**config.mk**
```make
export PLATFORM = sky130hd
export DESIGN_NAME = clkdm_ctrl
export DESIGN_NICKNAME = d
export VERILOG_FILES = /design/src/rtl/clkdm_pkg.sv /design/src/rtl/clkdm_regs.sv /design/src/rtl/clkdm_fsm.sv /design/src/rtl/clkdm_irq.sv /design/src/rtl/clkdm_ctrl.sv
export SDC_FILE = /design/constraint.sdc
export NUM_CORES = 1
export LEC_CHECK = 0
export BUFFER_PORTS_ARGS = -buffer_cell sky130_fd_sc_hd__buf_2
export CAP_MARGIN = 10
export CORE_ASPECT_RATIO = 1.5
export CORE_MARGIN = 2
export CORE_UTILIZATION = 45
export DETAILED_ROUTE_END_ITERATION = 10
export PLACE_DENSITY = 0.77
export SLEW_MARGIN = 10
export SYNTH_ARGS = -nofsm -noshare
export SYNTH_HDL_FRONTEND = slang
export SYNTH_SLANG_ARGS = --single-unit
```
**constraint.sdc**
```tcl
create_clock -name clk -period 3.2 [get_ports clk]
set_input_delay 0.16 -clock clk [delete_from_list [all_inputs] [get_ports clk]]
set_output_delay 0.16 -clock clk [all_outputs]
set_load 0.01 [all_outputs]
```
**src/rtl/clkdm_pkg.sv**
```systemverilog
// Shared types for the clock domain controller.
// Assumes a 2-bit mode field and a 2-bit state code.
package clkdm_pkg;
    typedef enum logic [1:0] {
        MD_NEVER  = 2'd0,
        MD_FSLEEP = 2'd1,
        MD_FWAKE  = 2'd2,
        MD_AUTO   = 2'd3
    } mode_e;

    typedef enum logic [1:0] {
        ST_ACTIVE = 2'd0,
        ST_PEND   = 2'd1,
        ST_SLEEP  = 2'd2
    } state_e;

    localparam logic [1:0] A_CTRL = 2'd0;
    localparam logic [1:0] A_DSET = 2'd1;
    localparam logic [1:0] A_DCLR = 2'd2;
    localparam logic [1:0] A_STAT = 2'd3;
endpackage

```
**src/rtl/clkdm_regs.sv**
```systemverilog
// Register file: mode, dwell and dependency mask; read mux; status clear strobe.
// Assumes DATA_W >= 8 + DWELL_W and DATA_W >= NSRC and DATA_W >= 6.
module clkdm_regs
    import clkdm_pkg::*;
#(
    parameter int NSRC    = 8,
    parameter int DWELL_W = 8,
    parameter int DATA_W  = 32
) (
    input  logic               clk,
    input  logic               rst_n,
    input  logic               wr,
    input  logic [1:0]         addr,
    input  logic [DATA_W-1:0]  wdata,
    input  logic               irq,
    input  state_e             state,
    output mode_e              mode,
    output logic [DWELL_W-1:0] dwell,
    output logic [NSRC-1:0]    dep_mask,
    output logic               irq_clr,
    output logic [DATA_W-1:0]  rdata
);
    localparam int DWELL_LSB = 8;

    // Control register: mode and dwell count.
    always_ff @(posedge clk) begin
        if (!rst_n) begin
            mode  <= MD_NEVER;
            dwell <= '0;
        end else if (wr && addr == A_CTRL) begin
            mode  <= mode_e'(wdata[1:0]);
            dwell <= wdata[DWELL_LSB +: DWELL_W];
        end
    end

    // One flop per dependency bit, with separate set and clear addresses.
    for (genvar g = 0; g < NSRC; g++) begin : g_dep
        always_ff @(posedge clk) begin
            if (!rst_n)
                dep_mask[g] <= 1'b0;
            else if (wr && addr == A_DSET && wdata[g])
                dep_mask[g] <= 1'b1;
            else if (wr && addr == A_DCLR && wdata[g])
                dep_mask[g] <= 1'b0;
        end
    end

    // Clear strobe for the interrupt status.
    assign irq_clr = wr && addr == A_STAT && wdata[0];

    // Combinational read mux.
    always_comb begin
        rdata = '0;
        case (addr)
            A_CTRL: begin
                rdata[1:0]                     = mode;
                rdata[DWELL_LSB +: DWELL_W]    = dwell;
            end
            A_DSET, A_DCLR: rdata[NSRC-1:0] = dep_mask;
            default: begin
                rdata[0]   = irq;
                rdata[5:4] = state;
            end
        endcase
    end
endmodule

```
**src/rtl/clkdm_fsm.sv**
```systemverilog
// Sleep/wake state machine with dwell counter.
// Leaves SLEEP or IDLE_PENDING as soon as the idle condition fails or the mode forbids sleep.
module clkdm_fsm
    import clkdm_pkg::*;
#(
    parameter int NSRC    = 8,
    parameter int DWELL_W = 8
) (
    input  logic               clk,
    input  logic               rst_n,
    input  mode_e              mode,
    input  logic [DWELL_W-1:0] dwell,
    input  logic               all_idle,
    input  logic               wake_req,
    input  logic [NSRC-1:0]    src_active,
    input  logic [NSRC-1:0]    dep_mask,
    output state_e             state,
    output logic               sleep_evt
);
    state_e             state_n;
    logic [DWELL_W-1:0] cnt_q, cnt_n;
    logic               idle_ok, may_sleep;

    // Idle condition including the static dependencies.
    assign idle_ok   = all_idle && !wake_req && ((src_active & dep_mask) == '0);
    assign may_sleep = (mode == MD_FSLEEP) || (mode == MD_AUTO);

    // Next-state and dwell count logic.
    always_comb begin
        state_n   = state;
        cnt_n     = cnt_q;
        sleep_evt = 1'b0;
        if (!may_sleep || !idle_ok) begin
            state_n = ST_ACTIVE;
        end else begin
            case (state)
                ST_ACTIVE: begin
                    state_n = ST_PEND;
                    cnt_n   = dwell;
                end
                ST_PEND: begin
                    if (cnt_q == '0) begin
                        state_n   = ST_SLEEP;
                        sleep_evt = (mode == MD_FSLEEP);
                    end else begin
                        cnt_n = cnt_q - 1'b1;
                    end
                end
                default: state_n = ST_SLEEP;
            endcase
        end
    end

    // State and counter registers.
    always_ff @(posedge clk) begin
        if (!rst_n) begin
            state <= ST_ACTIVE;
            cnt_q <= '0;
        end else begin
            state <= state_n;
            cnt_q <= cnt_n;
        end
    end
endmodule

```
**src/rtl/clkdm_irq.sv**
```systemverilog
// Transition interrupt status bit; a set in the same cycle as a clear wins.
module clkdm_irq (
    input  logic clk,
    input  logic rst_n,
    input  logic set,
    input  logic clr,
    output logic irq
);
    // Sticky status with write-1-to-clear.
    always_ff @(posedge clk) begin
        if (!rst_n)
            irq <= 1'b0;
        else if (set)
            irq <= 1'b1;
        else if (clr)
            irq <= 1'b0;
    end
endmodule

```
**src/rtl/clkdm_ctrl.sv**
```systemverilog
// Top of the clock domain sleep/wake controller.
// Joins the register file, the state machine and the interrupt status.
// Assumes all inputs are synchronous to clk.
module clkdm_ctrl
    import clkdm_pkg::*;
#(
    parameter int NSRC    = 8,
    parameter int DWELL_W = 8,
    parameter int DATA_W  = 32
) (
    input  logic              clk,
    input  logic              rst_n,
    input  logic              reg_wr,
    input  logic [1:0]        reg_addr,
    input  logic [DATA_W-1:0] reg_wdata,
    output logic [DATA_W-1:0] reg_rdata,
    input  logic              all_idle,
    input  logic              wake_req,
    input  logic [NSRC-1:0]   src_active,
    output logic              clk_en,
    output logic [1:0]        dom_state,
    output logic              irq_trans
);
    mode_e              mode_q;
    logic [DWELL_W-1:0] dwell_q;
    logic [NSRC-1:0]    dep_mask;
    logic               irq_clr, sleep_evt;
    state_e             state_q;
    logic               unused_wdata;

    assign unused_wdata = ^reg_wdata;

    clkdm_regs #(.NSRC(NSRC), .DWELL_W(DWELL_W), .DATA_W(DATA_W)) i_regs (
        .clk(clk), .rst_n(rst_n), .wr(reg_wr), .addr(reg_addr), .wdata(reg_wdata),
        .irq(irq_trans), .state(state_q), .mode(mode_q), .dwell(dwell_q),
        .dep_mask(dep_mask), .irq_clr(irq_clr), .rdata(reg_rdata)
    );

    clkdm_fsm #(.NSRC(NSRC), .DWELL_W(DWELL_W)) i_fsm (
        .clk(clk), .rst_n(rst_n), .mode(mode_q), .dwell(dwell_q),
        .all_idle(all_idle), .wake_req(wake_req), .src_active(src_active),
        .dep_mask(dep_mask), .state(state_q), .sleep_evt(sleep_evt)
    );

    clkdm_irq i_irq (
        .clk(clk), .rst_n(rst_n), .set(sleep_evt), .clr(irq_clr), .irq(irq_trans)
    );

    // Clock runs in every state except SLEEP.
    assign clk_en    = (state_q != ST_SLEEP);
    assign dom_state = state_q;
endmodule

```
==> metrics.txt <==
outcome=finished clean; pre-CTS WS=1.013 ns; placed cells=a little under 300; Critical Path End Type=register; Critical R2R Capture=i_fsm.cnt_q[0]; number of remaining DRC errors=0; FMAX=between 400 and 500 MHz; Synth area leaders=dfxtp_1 (34%), buf_4 (7.1%), nand2_1 (7.1%); Syn Area/Cell=just under 8 um2; Vias=approximately 1600; Setup Total Neg Slack=0 ns; register area=580.6 um2; Worst Tran Pin Value=0.8834 ns; number of synthesized register bits=29; most frequent cells in the layout=buf_2 (50), nand2_1 (32), dfxtp_1 (29), nor2_1 (20), a21oi_1 (19); Data arrival, critical path=2.40 ns; Total GRT Usage=between 10% and 20%; leakage power=a little over 0.8 nW; synthesized area=around 1700 um2; CTS buffer count=5; met2 Use GR=a little under a third; type of origin of the critical path=register; final worst setup slack=about 0.98 ns; Cell Pwr Density=approximately 380 nW/um2; Worst Hold End=i_regs.dwell[5]; H-tree Lvls=2; Die Y=~79 um; Finished Layout Cells=approximately 300; CP required=between 3 and 4 ns; cts hold-fix bufs=0; worst-skew pair later-pin latency=approximately 0.28 ns; Worst Skew=around 0.0068 ns; area of the multi-input gates=between 900 and 1000 um2; hpwl dp=roughly 2900 um; Core Area=3649 um2; Worst R2R Path Depth=6; Slew HR=roughly 41%; Max FO, Critical Path=18; drt total wl=around 4000 um; grt total ovfl=0; Tmin final=between 2 and 2.5 ns; vias in the first global route=between 1000 and 1500; Die W=54.12 um; Initial Util=between 40% and 50%; count of pins over their slew limit=0; min-delay worst type=in2reg; via/cell ratio=5.359; Detail Route Antenna Nets=0; Peak VDD IR=between 300 and 400 uV; share of layout cells above drive strength 1=a little over a fifth; first-pass GRT wire length=~6400 um; post-synth cell types=37; I/O Buffers=50; post-layout util=53.46%; clock buffer depth=2; GR Util met3=slightly above 5%; worst reg-to-reg setup slack=between 0.9 and 1 ns; layer with the highest usage=met2; routed len/inst=roughly 13 um; Hold Vio Cnt, Final=0; n_diodes=0; met1 Track Usage GR=25.32%; largest net degree at the start of global routing=30; Core Rows=27; CTS sink count=29; Synth-to-Final Area Change=15.06%; Async S/R FF share, synth=0%; RSZ-0062 raised after global routing=no; post-synth top area cell=dfxtp_1; top cell type's share of synthesized area=about a third; hold depth=3; Clock transition at path regs=approximately 0.060 ns; Initial DRC Count=75; Hold WS=0.1200 ns; post-synthesis cell count=approximately 220; most common cell after layout, fill and taps aside=buf_2; max-cap violation count=0; Crit Path Class=reg2reg; number of fill cells=between 300 and 400; Post-synth EDFFs=0; initial antenna violation count=0; drt first pass iters=5; crit share post-route=around 69%; sequential area share after synthesis=about a third; synth warn=0; dominant synthesized flop cell=dfxtp_1; die footprint=between 4000 and 5000 um2; RePlAce Congestion=around 0.83; post_cts resized=0; Post-CTS Setup Bufs=0; number of setup violations in the final report=0; CTS root buf=clkbuf_8; Top Ports=83; Final #Nets=around 320; min-delay src=reg_wdata[13]; CTS tree=built; Critical R2R Launch=i_fsm.cnt_q[0]
## synthesized netlist by cell type, types with 4 or more instances
master / n
a21oi_1: 19
a22oi_1: 8
a32oi_1: 8
and2_1: 13
buf_4: 16
clkbuf_1: 7
dfxtp_1: 29
ha_1: 7
inv_1: 6
nand2_1: 32
nand3_1: 10
nor2_1: 20
o211ai_1: 4
o21ai_0: 5
## worst max-delay path, cell delays in order, from the launching register on
cell and delay (ns):
dfxtp_1 0.39, inv_1 0.09, ha_1 0.21, nand4_2 0.11, nand4bb_1 0.57, or3b_1 0.58
a31oi_1 0.17
## per-stage QoR
step / power [mW] / area [um2]
after floorplan: 0.4459 / 1752
after global placement: 0.4652 / 1871
after detailed placement: 0.4661 / 1871
after CTS: 0.7477 / 1951
after global routing: 0.7772 / 1951
final: 0.7392 / 1951
## layout make-up
type	count	share of cell area [%]
well taps	43	2.758
clock buffers	8	4.105
multi-input cells	170	49.39
flip-flops and latches	29	29.76
inverters	6	1.155
repair buffers	50	12.83
## kinds of logic (layout without fill, tap and decap cells)
group	after synthesis	after routing	synth area share [%]
buffers and inverters	35	64	12.25
flip-flops	29	29	34.24
multiplexers	1	1	0.5904
AND/OR/NAND/NOR	93	93	26.86
AO/OA/AOI/OAI	53	53	20.67
adder cells (fa/ha/maj)	7	7	5.166
other	1	16	0.2212
## worst max-delay path by stage
stage	cells after the start	slack (ns)	start	to
after CTS	6	0.99	i_fsm.cnt_q[0]	i_fsm.cnt_q[0]
after floorplan	7	1.69	i_fsm.cnt_q[0]	i_fsm.cnt_q[0]
after global placement	6	1.08	i_fsm.cnt_q[0]	i_fsm.cnt_q[0]
after global routing	6	0.80	i_fsm.cnt_q[0]	i_fsm.cnt_q[0]
final	6	0.98	i_fsm.cnt_q[0]	i_fsm.cnt_q[0]
after detailed placement	6	1.01	i_fsm.cnt_q[0]	i_fsm.cnt_q[0]
## routing by layer
metal | share of wire (%) | vias to the layer above
met2 | 53 | 59
met3 | 5.1 | 7
met4 | 1.8 | 0
met5 | 0 | -
li1 | - | 822
met1 | 40 | 752
## sequential cells by signal, summed over array words and instances (netlist names)
| name | flops |
|---|---|
| i_regs.mode | 2 |
| i_fsm.cnt_q | 8 |
| i_fsm.state | 2 |
| i_irq.irq | 1 |
| i_regs.dwell | 8 |
| i_regs.dep_mask | 8 |
## power by group
part	switching, mW	leakage (nW)	total [mW]	internal, mW
clock network	0.126	0.0395	0.280	0.154
logic	0.0526	0.551	0.0839	0.0313
registers	0.00630	0.235	0.375	0.369
total	0.185	0.826	0.739	0.554
No activity file was read; power rests on OpenSTA's default activity.
